## src/rtl/tenure_pkg.sv

```systemverilog
package tenure_pkg;
  // Ownership phase of the master
  typedef enum logic {
    TS_IDLE = 1'b0,
    TS_OWN  = 1'b1
  } tenure_state_e;
endpackage

```

## src/rtl/tenure_lat_reg.sv

```systemverilog
module tenure_lat_reg #(
  parameter int CNT_W = 8
) (
  input  logic             clk,
  input  logic             rst,
  input  logic             we,
  input  logic [CNT_W-1:0] wdata,
  output logic [CNT_W-1:0] q
);
  always_ff @(posedge clk) begin
    if (rst)     q <= '0;
    else if (we) q <= wdata;
  end
endmodule

```

## src/rtl/tenure_down_counter.sv

```systemverilog
module tenure_down_counter #(
  parameter int CNT_W = 8
) (
  input  logic             clk,
  input  logic             rst,
  input  logic             clr,
  input  logic             load,
  input  logic [CNT_W-1:0] load_val,
  input  logic             en,
  output logic             zero
);
  localparam logic [CNT_W-1:0] CNT_ZERO = '0;
  localparam logic [CNT_W-1:0] CNT_ONE  = CNT_W'(1);

  logic [CNT_W-1:0] cnt;

  always_ff @(posedge clk) begin
    if (rst || clr)                 cnt <= CNT_ZERO;
    else if (load)                  cnt <= load_val;
    else if (en && cnt != CNT_ZERO) cnt <= cnt - CNT_ONE;
  end

  assign zero = (cnt == CNT_ZERO);
endmodule

```

## src/rtl/tenure_own_ctl.sv

```systemverilog
module tenure_own_ctl
  import tenure_pkg::*;
(
  input  logic clk,
  input  logic rst,
  input  logic txn_start,
  input  logic last_phase_done,
  output logic start_ok,
  output logic close_ok,
  output logic owning,
  output logic release_pulse
);
  tenure_state_e state;

  assign start_ok = (state == TS_IDLE) && txn_start;
  assign close_ok = (state == TS_OWN) && last_phase_done;
  assign owning   = (state == TS_OWN);

  always_ff @(posedge clk) begin
    if (rst) begin
      state         <= TS_IDLE;
      release_pulse <= 1'b0;
    end else begin
      release_pulse <= close_ok;
      if (start_ok)      state <= TS_OWN;
      else if (close_ok) state <= TS_IDLE;
    end
  end
endmodule

```

## src/rtl/tenure_timer.sv

```systemverilog
module tenure_timer #(
  parameter int CNT_W = 8
) (
  input  logic             clk,
  input  logic             rst,
  input  logic             cfg_we,
  input  logic [CNT_W-1:0] cfg_lat,
  input  logic             txn_start,
  input  logic             grant,
  input  logic             last_phase_done,
  output logic             txn_active,
  output logic             timer_expired,
  output logic             must_release,
  output logic             bus_release
);
  logic [CNT_W-1:0] lat_q;
  logic             start_ok;
  logic             close_ok;
  logic             owning;
  logic             cnt_zero;

  tenure_lat_reg #(.CNT_W(CNT_W)) u_lat (
    .clk   (clk),
    .rst   (rst),
    .we    (cfg_we),
    .wdata (cfg_lat),
    .q     (lat_q)
  );

  tenure_own_ctl u_ctl (
    .clk             (clk),
    .rst             (rst),
    .txn_start       (txn_start),
    .last_phase_done (last_phase_done),
    .start_ok        (start_ok),
    .close_ok        (close_ok),
    .owning          (owning),
    .release_pulse   (bus_release)
  );

  tenure_down_counter #(.CNT_W(CNT_W)) u_cnt (
    .clk      (clk),
    .rst      (rst),
    .clr      (close_ok),
    .load     (start_ok),
    .load_val (lat_q),
    .en       (owning),
    .zero     (cnt_zero)
  );

  assign txn_active    = owning;
  assign timer_expired = owning && cnt_zero;
  assign must_release  = timer_expired && !grant;
endmodule

```

## config.mk

```make
export PLATFORM = sky130hd
export DESIGN_NAME = tenure_timer
export DESIGN_NICKNAME = d
export VERILOG_FILES = /design/src/rtl/tenure_pkg.sv /design/src/rtl/tenure_lat_reg.sv /design/src/rtl/tenure_down_counter.sv /design/src/rtl/tenure_own_ctl.sv /design/src/rtl/tenure_timer.sv
export SDC_FILE = /design/constraint.sdc
export NUM_CORES = 1
export LEC_CHECK = 0
export BUFFER_PORTS_ARGS = -buffer_cell sky130_fd_sc_hd__buf_4
export CORE_MARGIN = 2
export CORE_UTILIZATION = 33
export CTS_CLUSTER_SIZE = 8
export DETAILED_ROUTE_END_ITERATION = 16
export HOLD_SLACK_MARGIN = 0.15
export SLEW_MARGIN = 20
export SYNTH_ARGS = -nofsm -noshare
export SYNTH_HDL_FRONTEND = slang
export SYNTH_SLANG_ARGS = --single-unit
export TNS_END_PERCENT = 10
```

## constraint.sdc

```tcl
create_clock -name clk -period 3.1 [get_ports clk]
set_input_delay 0.31 -clock clk [delete_from_list [all_inputs] [get_ports clk]]
set_output_delay 0.31 -clock clk [all_outputs]
set_load 0.005 [all_outputs]
```

* After elaboration in Yosys (flattened, before gate mapping)
Cells that the tools add are included.
** Cells by class
- Add/subtract/negate cells :: 1
- Mux-type cells :: 4
- Bitwise operators :: 1
- Reduce and logical (&&, ||, !) cells :: 11
** Operators with widths (count)
- $mux 8 :: 2
- $logic_not 8->1 :: 1
- $reduce_bool 8->1 :: 1
- $sub 8x1->8 const B :: 1
- $logic_and 1x1->1 :: 5
- $reduce_bool 2->1 :: 2
- $mux 1 :: 2
- $logic_not 1->1 :: 1
- $logic_or 1x1->1 :: 1
- $not 1->1 :: 1
** Storage, ports and cells
- Bits in registers :: 18
- Input port bits :: 14
- Word-level logic and storage cells :: 21

* Logic depth before layout (Yosys ltp)
Gate-level depths: netlist of run 1.
- Word-level depth :: 4
- Mapped depth :: 6
- Mapped depth without buffers :: 6

* Hierarchy
Synthesis of run 1 repeated with hierarchy kept, for this count alone.
** Unflattened totals
- Cell total of the unflattened synthesis :: 92
- Area, all modules :: 853.3 µm²
** Modules (own cells, without submodules)
- tenure_down_counter :: times used 1, cells each 57, area each 476.7 µm², seq. area each 160.2 µm²
- tenure_lat_reg :: times used 1, cells each 26, area each 285.3 µm², seq. area each 160.2 µm²
- tenure_own_ctl :: times used 1, cells each 7, area each 76.3 µm², seq. area each 40.0 µm²
- tenure_timer :: times used 1, cells each 2, area each 15.0 µm², seq. area each 0.0 µm²

* Worst setup path before layout of run 1
OpenSTA, ideal clock, no wires.
- Kind :: reg2reg
- Start :: register u_cnt.cnt[0]
- End :: register u_cnt.cnt[6]
- Library setup time :: 117 ps
- Arrival :: 1360 ps
- Data required time :: 2983 ps
- Path slack :: 1622 ps
- Cell stages (with the launch flop) :: 7
- Buffers on the path :: 0
- Period minus slack after synthesis :: 1478 ps
- Cells stage by stage :: dfxtp_1 inv_1 ha_1 nor4bb_4 nor2_1 a31o_1 a32o_1
** On the way
- Longest elaborated chain between the ends :: 3
- Elaborated cells between the ends (all ways) :: 6
- Classes of those cells :: 1 x add/sub; 2 x mux; 3 x reduce/logical
** RTL lines
- start, declared :: line tenure_down_counter.sv:15 : logic [CNT_W-1:0] cnt;
- start signal, assigned :: line tenure_down_counter.sv:19 : else if (load) cnt <= load_val;
- start signal, assigned :: line tenure_down_counter.sv:20 : else if (en && cnt != CNT_ZERO) cnt <= cnt - CNT_ONE;
- $sub 8x1->8 or $reduce_bool 8->1 (tied branches) :: line tenure_down_counter.sv:20
- $mux 8 or $logic_and 1x1->1 (tied branches) :: line tenure_down_counter.sv:20
- $mux 8 or $reduce_bool 2->1 (tied branches)
Parallel ways exist; a longest one is shown, timed or not. The select of a mux whose other input is x is not followed.
A chain may end at the register's enable or synchronous reset.

* Worst setup path in the final report of run 1
- Start :: register u_cnt.cnt[0]
- End :: output port must_release
** On the way
- Longest elaborated chain between the ends :: 3
** RTL lines
- $logic_not 8->1 :: line tenure_down_counter.sv:23 : assign zero = (cnt == CNT_ZERO);
- $logic_and 1x1->1 :: line tenure_timer.sv:52 : assign timer_expired = owning && cnt_zero;
- $logic_and 1x1->1 :: line tenure_timer.sv:53 : assign must_release = timer_expired && !grant;
- end, declared :: line tenure_timer.sv:13 : output logic must_release,
Every way passes these cells.

==> flow_summary.toml, run 1 <==
[status]
status = "finished clean"

[floorplan]
die_w_um = 56.0
fp-row-count = 18
die_y_um = 56.0
io_pins = 18
dieArea_sq_um = 3140
core_sq_um = 2520
initial_core_util_pct = 35.4

[synth]
ys_warn_count = 0
synth_edf_count = 0
synth-main-ff-cell = "dfxtp_1"
syn_nets = 119
ys_seq_elements = 18
netlist.top_cell.by_area = "dfxtp_1"
yosysSeqAreaShare_pct = 40.4
synth_cells = 103
synth_area_leaders = "dfxtp_1, mux2i_1, nor2_1"
syn_avg_cell_area_sq_um = 8.66
synth_async_sr_flop_share_pct = 0
yosysUniqueCellTypes = 32
yosysTopAreaCellShare_pct = 40.4
netlist_area_sq_um = 892

[clocking]
cts_tree = "done"
cts_resized = 0
cts_root_buf = "clkbuf_4"
cts_max_level = 1
clkTransAtPathRegs_ps = 100
post_cts.repair.setup_buffers = 0
postCtsHoldBufs = 0
cts_buffers = 3
cts_sinks = 18
cts_max_path_buffers = 2
clock_latency_ps = 310

[worst_setup_path]
reg2reg_depth = 6
critPathRequiredTime_ps = 2790
critPathArrivalTime_ps = 1660
path_class = "reg2out"
cp-end-kind = "output pin"
crit_path_start_kind = "flip-flop"
cp_max_fo = 4

[timing]
tightest_slew_ps = 783
skew_ps = 9.98
max_freq_mhz = 508
relSlewSlack_pct = 47.7
setup_tns_ps = 0
period_needed_ps = 1970
final.period_utilization_pct = 63.5
hold_viol = 0
rsz0062_at_grt = "no"
slew_viol_final = 0
setup_violations = 0

[grt]
grt_overflow = 0
grt_antenna_before_repair = 0
track_usage_pct = 13.5
grt_pass1_vias = 761
grt_pass1_wl_um = 3350
grt_max_degree = 12

[route]
drt_iter0_drc = 8
drc = 0
viasPerCell = 5.17
via_count = 771
ant_nets = 0
drt_pass1_iterations = 4
wl_um = 1950
wl_per_cell_um = 13.1

[placement]
place_area_sq_um = 1030
hpwl_um = 1500
gp_congestion = 0.857
io_buffers = 17

[pwr]
ir_worst_vdd_uv = 268
power_uw = 582
power_density_nw_per_um2 = 544
p_leak_nw = 0.464

[flow_run]
drv_cap = 0

[layout]
finish.instance_area_sq_um = 1070
fin_nets = 136
drive_gt1_share_pct = 20.2
antenna_cells = 0
area_growth_pct = 19.9
layout_common_cells = "dfxtp_1, buf_4, nor2_1, a21oi_1"
final_common_cell = "dfxtp_1"
fill_cells = 267

[worst_hold_path]
hold_depth = 3
hp-class = "in2reg"
worst max-delay path: stages (launching register included):
cell	delay, ps
dfxtp_1	350
inv_1	90
ha_1	170
nor4bb_4	390
nand2_1	130
nor2_1	110
buf_4	110
sequential cells by signal (all words and copies together) (netlist names):
name	count
u_cnt.cnt	8
u_lat.q	8
u_ctl.owning	1
u_ctl.release_pulse	1
path summary, 6_finish.rpt:
| path | from | end | slack, ps |
|---|---|---|---|
| max reg2reg | u_cnt.cnt[0] | u_cnt.cnt[6] | 1460 |
| max | u_cnt.cnt[0] | must_release | 1130 |
| min reg2reg | u_lat.q[0] | u_cnt.cnt[0] | 480 |
| min | cfg_lat[1] | u_lat.q[1] | 240 |
synth_stat cells, types with 2 or more instances:
| library cell | count |
|---|---|
| a21o_1 | 2 |
| a21oi_1 | 11 |
| clkbuf_1 | 3 |
| dfxtp_1 | 18 |
| ha_1 | 2 |
| inv_1 | 3 |
| mux2i_1 | 9 |
| nand2_1 | 9 |
| nand2b_1 | 3 |
| nand3_1 | 2 |
| nor2_1 | 16 |
| nor4_1 | 2 |
| o21ai_0 | 3 |
| o21ai_1 | 2 |
metal layers:
| metal | GRT usage (%) | vias up | part of all wire (%) |
|---|---|---|---|
| li1 | - | 392 | - |
| met1 | 16.7 | 354 | 46 |
| met2 | 21.3 | 21 | 46 |
| met3 | 5.12 | 4 | 6.9 |
| met4 | 5.10 | 0 | 1.4 |
| met5 | 0 | - | 0 |
final cells by class:
class                   count  area [sq um]  share of cell area, %
clock buffers               4          36.3                   3.39
inverters                   3          11.3                   1.05
multi-input cells          77           497                   46.4
flip-flops and latches     18           360                   33.7
well taps                  30          37.5                   3.51
repair buffers             17           128                   11.9
where the power goes:
| group | total [mW] | leakage, nW | switching (mW) | internal [mW] |
|---|---|---|---|---|
| Combinational | 0.154 | 0.295 | 0.0787 | 0.0750 |
| Sequential | 0.277 | 0.148 | 0.0250 | 0.252 |
| Clock | 0.151 | 0.0210 | 0.0795 | 0.0717 |
cells by family (layout without fill, tap and decap cells):
kind of cell    after synthesis  in the layout  share of synthesized area [%]
mux                           9              9                           10.1
buf+inv                       8             24                           3.93
compound gates               27             27                           18.9
simple gates                 39             39                           23.8
flops                        18             18                           40.4
fa+ha+maj                     2              2                           2.80
through the flow:
stage          hold slack, ps  setup slack [ps]  cells  utilization [%]
2_1_floorplan             431              1620    103                -
3_3_place_gp              459              1500    145             41.0
3_5_place_dp              458              1460    145             41.0
4_1_cts                   239              1130    149             42.4
5_1_grt                   224               954    149             42.4
6_report                  239              1130    149             42.4
Note: power is estimated with default switching activity, not from simulation.
==> run 2: changes to the inputs <==
- clock period: 3.1 -> 1.6 ns (I/O delays scaled with it)
==> run 2 against run 1 <==
- wire length grew 14%
- critical path depth grew 1
- sequential share of layout area shrank 6.3 points
- total power grew 100%
- via count grew 17%
- core utilization grew 10 points
- global-route usage grew 0.81 points
- clock skew is essentially flat
- sequential power grew 92%
- first-iteration DRC count grew 100%
- register-to-register slack lost 1400 ps
==> flow_summary.toml, run 2 (synthesis gave the netlist of run 1 again) <==
[timing]
setup_ws_ps = 42.5
rsz0062_at_grt = "yes"
skew_ps = 9.72
max_freq_mhz = 642
final.period_utilization_pct = 97.3
relSlewSlack_pct = 73.7
tightest_slew_ps = 392
period_needed_ps = 1560
setup_violations = 0
hold_viol = 0
slew_viol_final = 0

[worst_setup_path]
slowest_delay_ps = 350
crit_path_start_kind = "flip-flop"
critPathArrivalTime_ps = 1750
crit_path_top_delay_cell = "dfxtp_2"
rrSetupSlack_ps = 40
crit_family = "compound AO/OA/AOI/OAI gates"
cp-end-kind = "flip-flop"
cp_max_fo = 6
cp.depth = 7
critPathRequiredTime_ps = 1790
path_class = "reg2reg"
crit_buf_inv = 2
path_cells = "inv_2 > ha_4 > nor4bb_4 > buf_4 > a21oi_4 > o21ai_1 > a32o_1"
reg2reg_depth = 7

[flow_run]
drv_cap = 0

[pwr]
p_comb_share_pct = 35.7
switching_power_uw = 367
p_leak_nw = 0.596
clockPowerShare_pct = 18.8
pwr-share-seq_pct = 45.4
swShare_pct = 31.3
power_density_nw_per_um2 = 881
p_int_uw = 806
ir_worst_vdd_uv = 539

[clocking]
cts_buffers = 3
cts_tree = "done"
clkTransAtPathRegs_ps = 100
clock_latency_ps = 290
cts_max_path_buffers = 2
cts_root_buf = "clkbuf_4"
cts_max_level = 1
cts_sinks = 18

[route]
drc = 0
drt_pass1_iterations = 4
via_count = 902
drt_iter0_drc = 16
wl_per_cell_um = 12.7
ant_nets = 0
viasPerCell = 5.15
wl_um = 2220

[grt]
grt_max_degree = 12
grt_pass1_vias = 850
track_usage_pct = 14.4
grt_antenna_before_repair = 0
grt_overflow = 0
grt_pass1_wl_um = 3630

[layout]
antenna_cells = 0
final_cells = 175
top_regs = "u_cnt.cnt (8), u_lat.q (8)"
final_common_cell = "buf_4"
layout_common_cells = "buf_4, dlygate4sd3_1, nor2_1, dfxtp_1, a21oi_1"
area_growth_pct = 49.4
fin_nets = 163
drive_gt1_share_pct = 27.6

[placement]
placed_cells = 150
place_ws_ps = 56.9
hpwl_um = 1510
io_buffers = 17
gp_congestion = 0.773

[worst_hold_path]
hp-class = "in2reg"
hold_depth = 3

[floorplan]
initial_core_util_pct = 35.4
dieArea_sq_um = 3140
core_sq_um = 2520
io_pins = 18
die_w_um = 56.0
fp-row-count = 18
die_y_um = 56.0

[status]
status = "finished clean"
==> run 2: changes by cell type in the layout (fill, tap and decap cells not counted), moves of 2 or more <==
cell           before  now
buf_4              17   26
dfxtp_1            18   14
dfxtp_2             0    4
dlygate4sd3_1       0   18
inv_1               3    1
inv_2               0    2
==> run 2: layer usage <==
metal / vias up / wire length [um] / track usage (%)
met5: - / 0 / 0
met4: 0 / 55 / 5.10
met3: 8 / 119 / 3.02
met2: 36 / 1070 / 24.4
met1: 412 / 971 / 17.8
li1: 446 / - / -
==> run 2: worst paths after layout <==
check          startpoint           end
min reg2reg    u_lat.q[0]  u_cnt.cnt[0]
max          u_cnt.cnt[1]  u_cnt.cnt[6]
max reg2reg  u_cnt.cnt[1]  u_cnt.cnt[6]
min             txn_start  u_ctl.owning
==> run 2: worst min-delay path: stages <==
cell and delay, ps:
buf_4 90, nor2_1 70, nor2_1 180
==> run 2: area by class of cell <==
cell class                      count  area [sq um]
Inverter                            3          11.3
Tap cell                           30          37.5
Clock buffer                        3          22.5
Fill cell                         235          1190
Multi-Input combinational cell     77           520
Sequential cell                    18           365
Timing Repair Buffer               44           375
==> run 2: what timing repair did <==
action	CTS	global route
setup endpoints to repair	2	9
setup buffers	1	3
hold endpoints to repair	9	0
gates resized for setup	1	9
hold buffers	18	0
pin swaps	3	3
==> run 2: metrics by stage <==
step | total power [mW] | setup TNS, ps | hold slack [ps] | util [%] | instance area [sq um]
after CTS | 1.12 | -71.8 | 220 | 50.8 | 1280
final | 1.17 | 0 | 258 | 52.8 | 1330
after floorplan | 0.759 | 0 | 281 | - | 892
after detailed placement | 0.866 | 0 | 402 | 42.5 | 1070
after global placement | 0.859 | 0 | 394 | 42.5 | 1070
after global routing | 1.26 | -72.1 | 289 | 52.8 | 1330
==> run 2: power groups by stage <==
stage               logic [mW]  clock network, mW  registers (mW)
detailed placement       0.328                  0           0.538
floorplan                0.226                  0           0.533
global route             0.468              0.255           0.539
finish                   0.420              0.221           0.533
global placement         0.323                  0           0.537
CTS                      0.366              0.223           0.529
==> run 3: changes to the inputs <==
- PLACE_DENSITY_LB_ADDON: default -> 0.15
==> run 3 against run 2 <==
- fmax grew 0.30%
- register-to-register slack improved by 30 ps
- clock skew shrank 5.5 ps
- combinational power is essentially flat
- non-clock buffer count unchanged
- hold slack about the same
- sequential power hardly changed
- highest routed layer unchanged
- sequential cell count unchanged
- sequential share of layout area fell by 0.27 points
- largest power group unchanged
- critical path depth shrank 1
==> flow_summary.toml, run 3 (synthesis gave the netlist of run 1 again) <==
[layout]
final_common_cell = "buf_4"
layout_common_cells = "buf_4, dlygate4sd3_1, nor2_1, dfxtp_1, a21oi_1"
fin_nets = 163
top_regs = "u_cnt.cnt (8), u_lat.q (8)"
drive_gt1_share_pct = 28.1
finish.instance_area_sq_um = 1340
antenna_cells = 0
area_growth_pct = 50.4

[grt]
grt_max_degree = 12
grt_pass1_vias = 929
grt_overflow = 0
track_usage_pct = 16.2
grt_antenna_before_repair = 0
grt_pass1_wl_um = 3990

[floorplan]
initial_core_util_pct = 35.4
core_sq_um = 2520
die_w_um = 56.0
io_pins = 18
die_y_um = 56.0
fp-row-count = 18
dieArea_sq_um = 3140

[placement]
place_area_sq_um = 1070
io_buffers = 17
gp_congestion = 0.767
hpwl_um = 1530

[worst_setup_path]
crit_path_top_delay_cell = "dfxtp_2"
slowest_delay_ps = 340
critPathLaunch = "u_cnt.cnt[1]"
crit_buf_inv = 2
rrSetupSlack_ps = 70
critPathRequiredTime_ps = 1440
reg2reg_depth = 7
endpoint = "must_release"
r2r-end = "u_cnt.cnt[6]"
r2r_start = "u_cnt.cnt[1]"
crit_path_start_kind = "flip-flop"
cp-end-kind = "output pin"
critPathArrivalTime_ps = 1390
cp.depth = 6
crit_family = "simple AND/OR/NAND/NOR gates"
path_class = "reg2out"
path_cells = "inv_2 > ha_4 > nor4bb_4 > nand2_2 > nor2_1 > buf_4"
cp_max_fo = 3

[route]
wl_per_cell_um = 12.8
drt_iter0_drc = 11
drt_pass1_iterations = 4
ant_nets = 0
drc = 0
via_count = 882
viasPerCell = 5.01
wl_um = 2260

[timing]
slew_viol_final = 0
tightest_slew_ps = 375
rsz0062_at_grt = "yes"
hold_viol = 0
relSlewSlack_pct = 74.8
setup_violations = 0
period_needed_ps = 1550
skew_ps = 4.18
final.period_utilization_pct = 97.1
max_freq_mhz = 644
setup_tns_ps = 0

[clocking]
clock_latency_ps = 300
cts_buffers = 3
clkTransAtPathRegs_ps = 100
cts_sinks = 18
cts_root_buf = "clkbuf_4"
cts_tree = "done"
cts_max_path_buffers = 2
cts_max_level = 1

[status]
status = "finished clean"

[pwr]
p_int_uw = 855
p_comb_share_pct = 33.8
p_leak_nw = 0.603
clockPowerShare_pct = 23.4
swShare_pct = 30.9
power_mw = 1.24
power_density_nw_per_um2 = 922
ir_worst_vdd_uv = 558
pwr-share-seq_pct = 42.9
switching_power_uw = 382

[worst_hold_path]
hp-class = "in2reg"
hp-start = "txn_start"

[flow_run]
drv_cap = 0
run 3: changes by cell type in the layout (fill, tap and decap cells not counted):
cell | previous run | this run
buf_4 | 26 | 27
nand2_1 | 9 | 8
a21oi_2 | 1 | 0
nand2_2 | 0 | 1
dfxtp_2 | 4 | 3
dlygate4sd3_1 | 18 | 17
dfxtp_1 | 14 | 15
clkbuf_8 | 0 | 1
a21oi_1 | 10 | 11
run 3: routing by layer:
| layer | global-route usage [%] | routed length (um) |
|---|---|---|
| met4 | 9.86 | 68 |
| met2 | 26.1 | 1020 |
| met5 | 0 | 0 |
| met3 | 3.02 | 92 |
| met1 | 19.8 | 1080 |
run 3: layout make-up:
type	count	area [sq um]
Fill cell	227	1180
Multi-Input combinational cell	77	519
Timing Repair Buffer	44	373
Sequential cell	18	364
Tap cell	30	37.5
Clock buffer	4	36.3
Inverter	3	11.3
run 3: how the worst min path moves through the flow:
stage | end | slack [ps] | depth (start not counted)
after floorplan | u_ctl.release_pulse | 280 | 2
after CTS | u_ctl.owning | 230 | 3
after global routing | u_ctl.owning | 280 | 3
after global placement | u_lat.q[3] | 390 | 3
after detailed placement | u_lat.q[6] | 400 | 3
final | u_ctl.owning | 260 | 3
run 3: power groups by stage:
stage,clock network (mW),logic (mW),registers [mW]
6_report,0.289,0.418,0.530
5_1_grt,0.317,0.464,0.537
4_1_cts,0.298,0.402,0.529
3_5_place_dp,0,0.331,0.537
3_3_place_gp,0,0.327,0.537
2_1_floorplan,0,0.226,0.533
run 3: metrics by stage:
stage	util, %	worst slack (ps)	hold slack [ps]	cells
3_5_place_dp	42.5	39.3	403	150
2_1_floorplan	-	122	281	103
5_1_grt	53.2	-45.4	277	176
4_1_cts	52.4	8.01	235	174
6_report	53.2	47.2	258	176
3_3_place_gp	42.5	102	394	150
run 3: what timing repair did:
action                                 4_1_cts  5_1_grt
buffers inserted                             3        2
gates resized for setup                      7        2
hold buffers                                17        0
pin swaps                                    5        1
endpoints found under the hold margin        9        0
setup endpoints to repair                    2        2
run 3: worst min-delay path, delay by kind of cell:
| family | cells | cell delay (ps) |
|---|---|---|
| buffers and inverters | 1 | 90 |
| and+or+nand+nor | 2 | 250 |
